==> src/rtl/swm_pkg.sv <==
package swm_pkg;
  typedef enum logic [2:0] {
    SM_PASS  = 3'b000,
    SM_SHL   = 3'b001,
    SM_SHR   = 3'b010,
    SM_ROT   = 3'b011,
    SM_HSWAP = 3'b100,
    SM_BSWAP = 3'b101,
    SM_DUPLO = 3'b110,
    SM_DUPHI = 3'b111
  } swm_mode_e;

  typedef struct packed {
    logic and_en;
    logic and_k;
    logic or_en;
    logic or_k;
  } swm_mask_cfg_t;
endpackage

==> src/rtl/swm_rearr_core.sv <==
module swm_rearr_core
  import swm_pkg::*;
#(
  parameter int W = 32
) (
  input  logic [W-1:0]         x,
  input  logic [2:0]           op,
  input  logic [$clog2(W)-1:0] amt,
  output logic [W-1:0]         y
);
  localparam int H  = W / 2;
  localparam int NB = W / 8;

  logic [W-1:0]   byte_rev;
  logic [2*W-1:0] dbl_shift;
  swm_mode_e      op_e;

  assign op_e      = swm_mode_e'(op);
  assign dbl_shift = {x, x} << amt;

  for (genvar b = 0; b < NB; b++) begin : g_brev
    assign byte_rev[b*8 +: 8] = x[(NB-1-b)*8 +: 8];
  end

  always_comb begin
    unique case (op_e)
      SM_PASS:  y = x;
      SM_SHL:   y = x << amt;
      SM_SHR:   y = x >> amt;
      SM_ROT:   y = dbl_shift[2*W-1:W];
      SM_HSWAP: y = {x[H-1:0], x[W-1:H]};
      SM_BSWAP: y = byte_rev;
      SM_DUPLO: y = {x[H-1:0], x[H-1:0]};
      SM_DUPHI: y = {x[W-1:H], x[W-1:H]};
      default:  y = x;
    endcase
  end
endmodule

==> src/rtl/swm_mask_stage.sv <==
module swm_mask_stage
  import swm_pkg::*;
#(
  parameter int DW = 32,
  parameter int KW = 5
) (
  input  logic [DW-1:0] v,
  input  logic [3:0]    cfg,
  input  logic [DW-1:0] and_mask,
  input  logic [DW-1:0] or_mask,
  input  logic [KW-1:0] imm,
  output logic [DW-1:0] kext,
  output logic [DW-1:0] y
);
  swm_mask_cfg_t c;
  logic [DW-1:0] and_term, or_term, after_and;

  assign c    = swm_mask_cfg_t'(cfg);
  assign kext = {{(DW-KW){1'b0}}, imm};

  always_comb begin
    and_term = '1;
    if (c.and_en) and_term = c.and_k ? kext : and_mask;
    or_term = '0;
    if (c.or_en) or_term = c.or_k ? kext : or_mask;
  end

  assign after_and = v & and_term;
  assign y         = after_and | or_term;
endmodule

==> src/rtl/swm_out_stage.sv <==
module swm_out_stage #(
  parameter int DW = 32
) (
  input  logic          clk,
  input  logic          rst_n,
  input  logic          in_valid,
  output logic          in_ready,
  input  logic          ld_en,
  input  logic [DW-1:0] res,
  input  logic [DW-1:0] kext,
  output logic          out_valid,
  input  logic          out_ready,
  output logic [DW-1:0] out_data,
  output logic [DW-1:0] out_const
);
  logic fire;

  assign in_ready = !out_valid || out_ready;
  assign fire     = in_valid && in_ready;

  always_ff @(posedge clk or negedge rst_n) begin
    if (!rst_n) begin
      out_valid <= 1'b0;
      out_data  <= '0;
      out_const <= '0;
    end else if (fire && ld_en) begin
      out_valid <= 1'b1;
      out_data  <= res;
      out_const <= kext;
    end else if (out_ready) begin
      out_valid <= 1'b0;
    end
  end
endmodule

==> src/rtl/swapmask_unit.sv <==
module swapmask_unit #(
  parameter int DW = 32,
  parameter int KW = 5
) (
  input  logic          clk,
  input  logic          rst_n,
  input  logic          in_valid,
  output logic          in_ready,
  input  logic [DW-1:0] din,
  input  logic [2:0]    mode,
  input  logic          lane16,
  input  logic [KW-1:0] imm,
  input  logic          ld_en,
  input  logic [3:0]    mask_cfg,
  input  logic [DW-1:0] and_mask,
  input  logic [DW-1:0] or_mask,
  output logic          out_valid,
  input  logic          out_ready,
  output logic [DW-1:0] out_data,
  output logic [DW-1:0] out_const
);
  localparam int LW   = DW / 2;
  localparam int SHW  = $clog2(DW);
  localparam int LSHW = $clog2(LW);

  logic [DW-1:0] word_res, lane_res, rearr, masked, kext;
  logic [SHW-1:0]  amt_full;
  logic [LSHW-1:0] amt_lane;

  assign amt_full = SHW'(imm);
  assign amt_lane = LSHW'(imm);

  swm_rearr_core #(.W(DW)) u_word (
    .x(din), .op(mode), .amt(amt_full), .y(word_res)
  );

  for (genvar l = 0; l < 2; l++) begin : g_lane
    swm_rearr_core #(.W(LW)) u_lane (
      .x(din[l*LW +: LW]), .op(mode), .amt(amt_lane), .y(lane_res[l*LW +: LW])
    );
  end

  assign rearr = lane16 ? lane_res : word_res;

  swm_mask_stage #(.DW(DW), .KW(KW)) u_mask (
    .v(rearr), .cfg(mask_cfg), .and_mask(and_mask), .or_mask(or_mask),
    .imm(imm), .kext(kext), .y(masked)
  );

  swm_out_stage #(.DW(DW)) u_out (
    .clk(clk), .rst_n(rst_n), .in_valid(in_valid), .in_ready(in_ready),
    .ld_en(ld_en), .res(masked), .kext(kext), .out_valid(out_valid),
    .out_ready(out_ready), .out_data(out_data), .out_const(out_const)
  );
endmodule

==> config.mk <==
export PLATFORM = sky130hd
export DESIGN_NAME = swapmask_unit
export DESIGN_NICKNAME = d
export VERILOG_FILES = /design/src/rtl/swm_pkg.sv /design/src/rtl/swm_rearr_core.sv /design/src/rtl/swm_mask_stage.sv /design/src/rtl/swm_out_stage.sv /design/src/rtl/swapmask_unit.sv
export SDC_FILE = /design/constraint.sdc
export NUM_CORES = 1
export LEC_CHECK = 0
export CORE_ASPECT_RATIO = 1.75
export CORE_MARGIN = 4
export CORE_UTILIZATION = 30
export CTS_CLUSTER_SIZE = 28
export DETAILED_ROUTE_END_ITERATION = 8
export GPL_TIMING_DRIVEN = 0
export PLACE_DENSITY = 0.57
export SLEW_MARGIN = 0
export SYNTH_ARGS = -nofsm -noshare
export SYNTH_HDL_FRONTEND = slang
export SYNTH_SLANG_ARGS = --single-unit
==> constraint.sdc <==
create_clock -name clk -period 4.5 [get_ports clk]
set_clock_uncertainty 0.15 [all_clocks]
set_input_delay 0.9 -clock clk [delete_from_list [all_inputs] [get_ports clk]]
set_output_delay 0.9 -clock clk [all_outputs]
set_load 0.01 [all_outputs]
; Word level (Yosys, flattened, before mapping)
; Cells that the tools add are included.
; Widths: inputs -> output; s select.
[op_classes]
n_div = 0
addsub = 0
magnitude_cmp = 0
eq_ne = 7
n_mul = 0
bitwise_logic = 2
reduce_logical = 7
mux = 10
shifts = 9
[ops]
columns = operator, n
row1 = $pmux 32 s8, 1
row2 = $pmux 16 s7, 2
row3 = $mux 32, 5
row4 = $shl 32x4->32, 2
row5 = $shl 64x5->64, 1
row6 = $and 32x32->32, 1
row7 = $or 32x32->32, 1
row8 = $shl 16x4->16, 2
row9 = $shl 32x5->32, 1
row10 = $shr 16x4->16, 2
row11 = $shr 32x5->32, 1
row12 = $eq 3x3->1 const B, 4
row13 = $eq 3x2->1 const B, 2
row14 = $eq 3x1->1 const B, 1
row15 = $logic_not 3->1, 1
row16 = $logic_and 1x1->1, 2
row17 = $mux 1, 2
row18 = $reduce_bool 2->1, 1
row19 = $reduce_or 2->1, 1
row20 = $logic_not 1->1, 1
row21 = $logic_or 1x1->1, 1
[word_totals]
reg_bits = 38
latch_bits = 0
out_inout_bits = 66
mem_count = 0
input_bits = 114
ramBits = 0
romBits = 0
wordCells = 38

; Logic depth before layout (Yosys ltp)
[logic_depth]
ltp_word = 6
mapped_depth = 11
mapped_depth_nobuf = 7

; Cells and area by module
; From an unflattened synthesis, not the netlist that was laid out.
[hier_totals]
hier_cells = 1767
area_unflattened_um2 = 14831.7
[by_module_without_submodules]
columns = module, area_each_um2, cells_per_inst, instances, seq_area_each_um2
row1 = swm_rearr_core (u_word), 5745.5, 767, 1, 0.0
row2 = swm_rearr_core (g_lane[0].u_lane ...), 2421.1, 340, 2, 0.0
row3 = swm_out_stage, 2747.6, 140, 1, 1626.6
row4 = swm_mask_stage, 952.2, 144, 1, 0.0
row5 = swapmask_unit, 544.3, 36, 1, 0.0

; Least setup slack after synthesis
; No wires, ideal clock.
[synth_timing]
path_type = input -> register
start = input imm[0]
end = register u_out.out_data[27]
cell_stages = 9
slack_ps = 1391
setup_time_ps = 128
t_required_ps = 4222
n_path_buf = 3
arrival_ps = 2831
path_cell_list = buf_6 buf_4 buf_2 mux4_2 mux2i_1 o22ai_1 or4_1 o2111ai_1 o22ai_1
[synth_via]
elab_chain_cells = 5
elab_cells_between_ends = 11
cone_classes = shift (6) / mux (3) / bitwise (2)
[synth_rtl]
columns = element, line_no
row1 = "start, declared", swapmask_unit.sv:12  ; input logic [KW-1:0] imm,
row2 = "$shl 64x5->64, or another cell as far along", swm_rearr_core.sv:19  ; assign dbl_shift = {x, x} << amt;
row3 = $pmux 32 s8 or $pmux 16 s7 (tied branches), swm_rearr_core.sv:26  ; unique case (op_e)
row4 = $mux 32 *, swapmask_unit.sv:43  ; assign rearr = lane16 ? lane_res : word_res;
row5 = $and 32x32->32 *, swm_mask_stage.sv:28  ; assign after_and = v & and_term;
row6 = $or 32x32->32 *, swm_mask_stage.sv:29  ; assign y = after_and | or_term;
row7 = "end signal, assigned", swm_out_stage.sv:28  ; out_data <= res;
row8 = "end, declared", swm_out_stage.sv:13  ; output logic [DW-1:0] out_data,
; Every way passes the cells marked *; elsewhere a longest branch is shown, timed or not.
; A chain may end at the register's enable or synchronous reset.

; Final worst setup path
[layout_timing]
start = input mode[2]
end = register u_out.out_data[10]
[layout_via]
elab_chain_cells = 6
elab_cells_between_ends = 14
cone_classes = eq/ne (7) / mux (3) / bitwise (2) / reduce/logical (2)
[layout_rtl]
columns = element, line_no
row1 = "start, declared", swapmask_unit.sv:10  ; input logic [2:0] mode,
row2 = $eq 3x3->1, swm_rearr_core.sv:26
row3 = $reduce_or 2->1 (no source line), --
row4 = $pmux 16 s7, swm_rearr_core.sv:26
row5 = $mux 32 *, swapmask_unit.sv:43
row6 = $and 32x32->32 *, swm_mask_stage.sv:28
row7 = $or 32x32->32 *, swm_mask_stage.sv:29
; Marked as above.

==> impl_metrics.yaml <==
layout:
  syn_to_final_growth_pct: 24.8
  nNetsFinal: 1453
  drive_gt1_frac: 0.157
  final_util: 0.378
grt:
  grt_pass1_vias: 12279
  track_usage: 0.405
  grt_max_degree: 32
  grt_pass1_wl_mm: 97.2
  antenna_found_initial: 1
  gr-total-overflow: 0
route:
  drtAntennaViolNets: 0
  wire_per_inst_um: 41.1
  via_per_inst: 7.10
  firstDrtPassIters: 7
  drc: 0
  num_vias: 12301
  drt_iter0_markers: 1595
  wirelength_mm: 71.2
critical_path:
  crit_required_ns: 4.56
  crit_path_frequent_cell: "clkbuf_1"
  cp_slowest_cell: "clkbuf_1"
  worstSetupStartpointType: "input pin"
  crit_arrival_ns: 4.64
  crit_path_end_kind: "flip-flop"
  crit_fanout: 10
  path_class: "input pin to flip-flop"
  crit_chain: "clkdlybuf4s50_1 -> clkbuf_1 -> clkbuf_1 -> clkbuf_1 -> buf_2 -> a21oi_1 -> o211ai_1 -> a21oi_1 -> o221ai_1"
  critPathMaxStageDelay_ns: 0.72
power_and_ir_drop:
  switching_share: 0.467
  p_leak_nw: 4.30
  clockPowerShare: 0.193
  p_per_area_nw_per_um2: 219
  pwr-share-seq: 0.178
  peakVddDrop_mv: 0.257
  pwr-share-comb: 0.629
  p_switching_mw: 1.19
  p_int_mw: 1.36
floorplanning:
  core_area_um2: 30700
  dieArea_um2: 34000
  die_x_um: 141
  io_pins: 180
  die_h_um: 241
  start_util: 0.303
  rows: 85
sta:
  period_needed_ns: 4.58
  grt_setup_unrepaired: "false"
  slew_violations: 0
  hold_viol: 0
  tightest_slew_ns: 1.37
  fin_ws_ns: -0.0830
  relSlewSlack: 0.0613
  period_share: 1.02
  holdWs_ns: 0.295
  setup_viol_count_final: 5
  max_freq_mhz: 218
placement:
  portBuffers: 146
  hpwl_mm: 58.5
  place.gp.congestion: 1.10
  pre_cts_slack_ns: -0.493
yosys:
  synthFlopType: "dfrtp_1"
  netlist_top_cells_count: "nand2_1, clkbuf_1, mux2i_1, a21oi_1, nor2_1"
  yosysUniqueCellTypes: 81
  syn_area_per_cell_um2: 8.03
  synth_top_area_cell: "mux4_2"
  synthTopCellsByArea: "mux4_2, mux2i_1, dfrtp_1"
  async_reset_ff_frac: 1.00
  synthDominantCellAreaShare: 0.140
  synth_most_common_cell: "nand2_1"
  synth_warnings: 0
  synth_area_um2: 9310
  ys_seq_elements: 38
  yosysSeqAreaShare: 0.102
  synth_edf_count: 0
  synthCells: 1159
clock_network:
  clock_latency_ns: 0.30
  htree_levels: 2
  hold_buffers: 0
  cts-root-buf: "clkbuf_16"
  numCtsBuffers: 5
  cts_tree: "yes"
  clk_pin_slew_ns: 0.06
  cts_sinks: 38
  cts_buffer_depth: 2
run_status:
  status: "finished, violations left"
  failed_checks: "negative setup slack"
hold_path:
  hold_class: "input pin to asynchronous set/reset pin"
flow_run:
  drv_cap: 0
-- worst max-delay path, delay by kind of cell --
family	cells	cell delay [ns]
buffers and inverters	5	2.93
AOI/OAI and AO/OA	4	0.78
-- metrics by stage --
stage / TNS, ns / cell area, µm² / power, mW / std cells
after floorplan: 0 / 9410 / 1.25 / 1185
after global placement: -7.87 / 11400 / 2.01 / 1722
after detailed placement: -5.27 / 11400 / 1.99 / 1724
after CTS: 0 / 11600 / 2.49 / 1732
after global routing: 0 / 11600 / 2.61 / 1731
final: -0.273 / 11600 / 2.55 / 1732
-- sequential cells by signal, summed over array words and instances (netlist names) --
signal and cells:
u_out.out_const 5, u_out.out_data 32, u_out.out_valid 1
-- what timing repair did --
| action | 4_1_cts | 5_1_grt |
|---|---|---|
| resized for setup | 5 | 7 |
| setup buffers | 0 | 0 |
| endpoints found under the hold margin | 0 | 0 |
| setup endpoints to repair | 7 | 4 |
-- routing by layer --
layer,part of all wire,routed length (µm),GRT usage
met5,0,0,0
met4,0.11,8160,0.367
met3,0.083,5940,0.0783
met2,0.47,33600,0.684
met1,0.33,23500,0.420
-- cells in the final DEF (no fill, tap or decap), types with 7 or more instances in the layout --
cell and count:
a221oi_1 23, a21o_1 15, a22o_1 7, mux2_2 58, inv_1 9, nor2_1 67
mux4_2 58, nor2b_1 10, nand2_1 114, buf_2 28, clkbuf_1 100, a2bb2oi_1 7
a211o_1 7, nand4_1 19, mux2i_1 98, a211oi_1 9, and2_1 7, o2111ai_1 12
clkdlybuf4s50_1 145, o221ai_1 10, conb_1 27, a221o_1 16, nand2b_1 8, a31oi_1 11
dfrtp_1 38, a22oi_1 17, o21a_1 7, o21ai_0 50, a21oi_1 92, o211ai_1 22
or3_1 7, nor3_1 13, o22ai_1 24, o31ai_1 9, nand3_1 29, buf_4 31
buf_1 9, a32oi_1 9
-- layout make-up --
class                           instances  area, µm²
Sequential cell                        38        951
Clock inverter                          3       68.8
Tap cell                              391        489
Inverter                               13       48.8
Antenna cell                            1       2.50
Timing Repair Buffer                  148       1480
Buffer                                176        877
Fill cell                            3263      19100
Multi-Input combinational cell        957       7570
Clock buffer                            5        125
-- path summary, 6_finish.rpt --
kind	from	end	slack, ns	cells after the start
setup / recovery	mode[2]	u_out.out_data[10]$_DFFE_PN0P_	-0.08	9
hold / removal	rst_n	u_out.out_valid$_DFFE_PN0P_	0.29	1
setup reg to reg	u_out.out_valid$_DFFE_PN0P_	u_out.out_data[2]$_DFFE_PN0P_	1.20	6
hold reg to reg	u_out.out_const[1]$_DFFE_PN0P_	u_out.out_const[1]$_DFFE_PN0P_	0.33	2
max in group asynchronous	rst_n	u_out.out_data[20]$_DFFE_PN0P_	3.43	2
min in group clk	u_out.out_const[1]$_DFFE_PN0P_	u_out.out_const[1]$_DFFE_PN0P_	0.33	2
-- power by group through the flow --
| stage | combinational, mW | clock [mW] | sequential, mW |
|---|---|---|---|
| detailed placement | 1.53 | 0 | 0.460 |
| CTS | 1.54 | 0.493 | 0.454 |
| global placement | 1.55 | 0 | 0.459 |
| finish | 1.60 | 0.491 | 0.454 |
| global route | 1.64 | 0.505 | 0.463 |
| floorplan | 0.763 | 0 | 0.487 |
-- logic make-up (layout without fill, tap and decap cells) --
logic type / count (synthesis) / after routing / share of synthesized area
AO/OA/AOI/OAI: 392 / 392 / 0.295
buffers and inverters: 190 / 345 / 0.0980
flip-flops: 38 / 38 / 0.102
multiplexers: 221 / 221 / 0.334
other: 1 / 28 / 0.000403
AND/OR/NAND/NOR: 317 / 317 / 0.171
No activity file was read; power rests on OpenSTA's default activity.
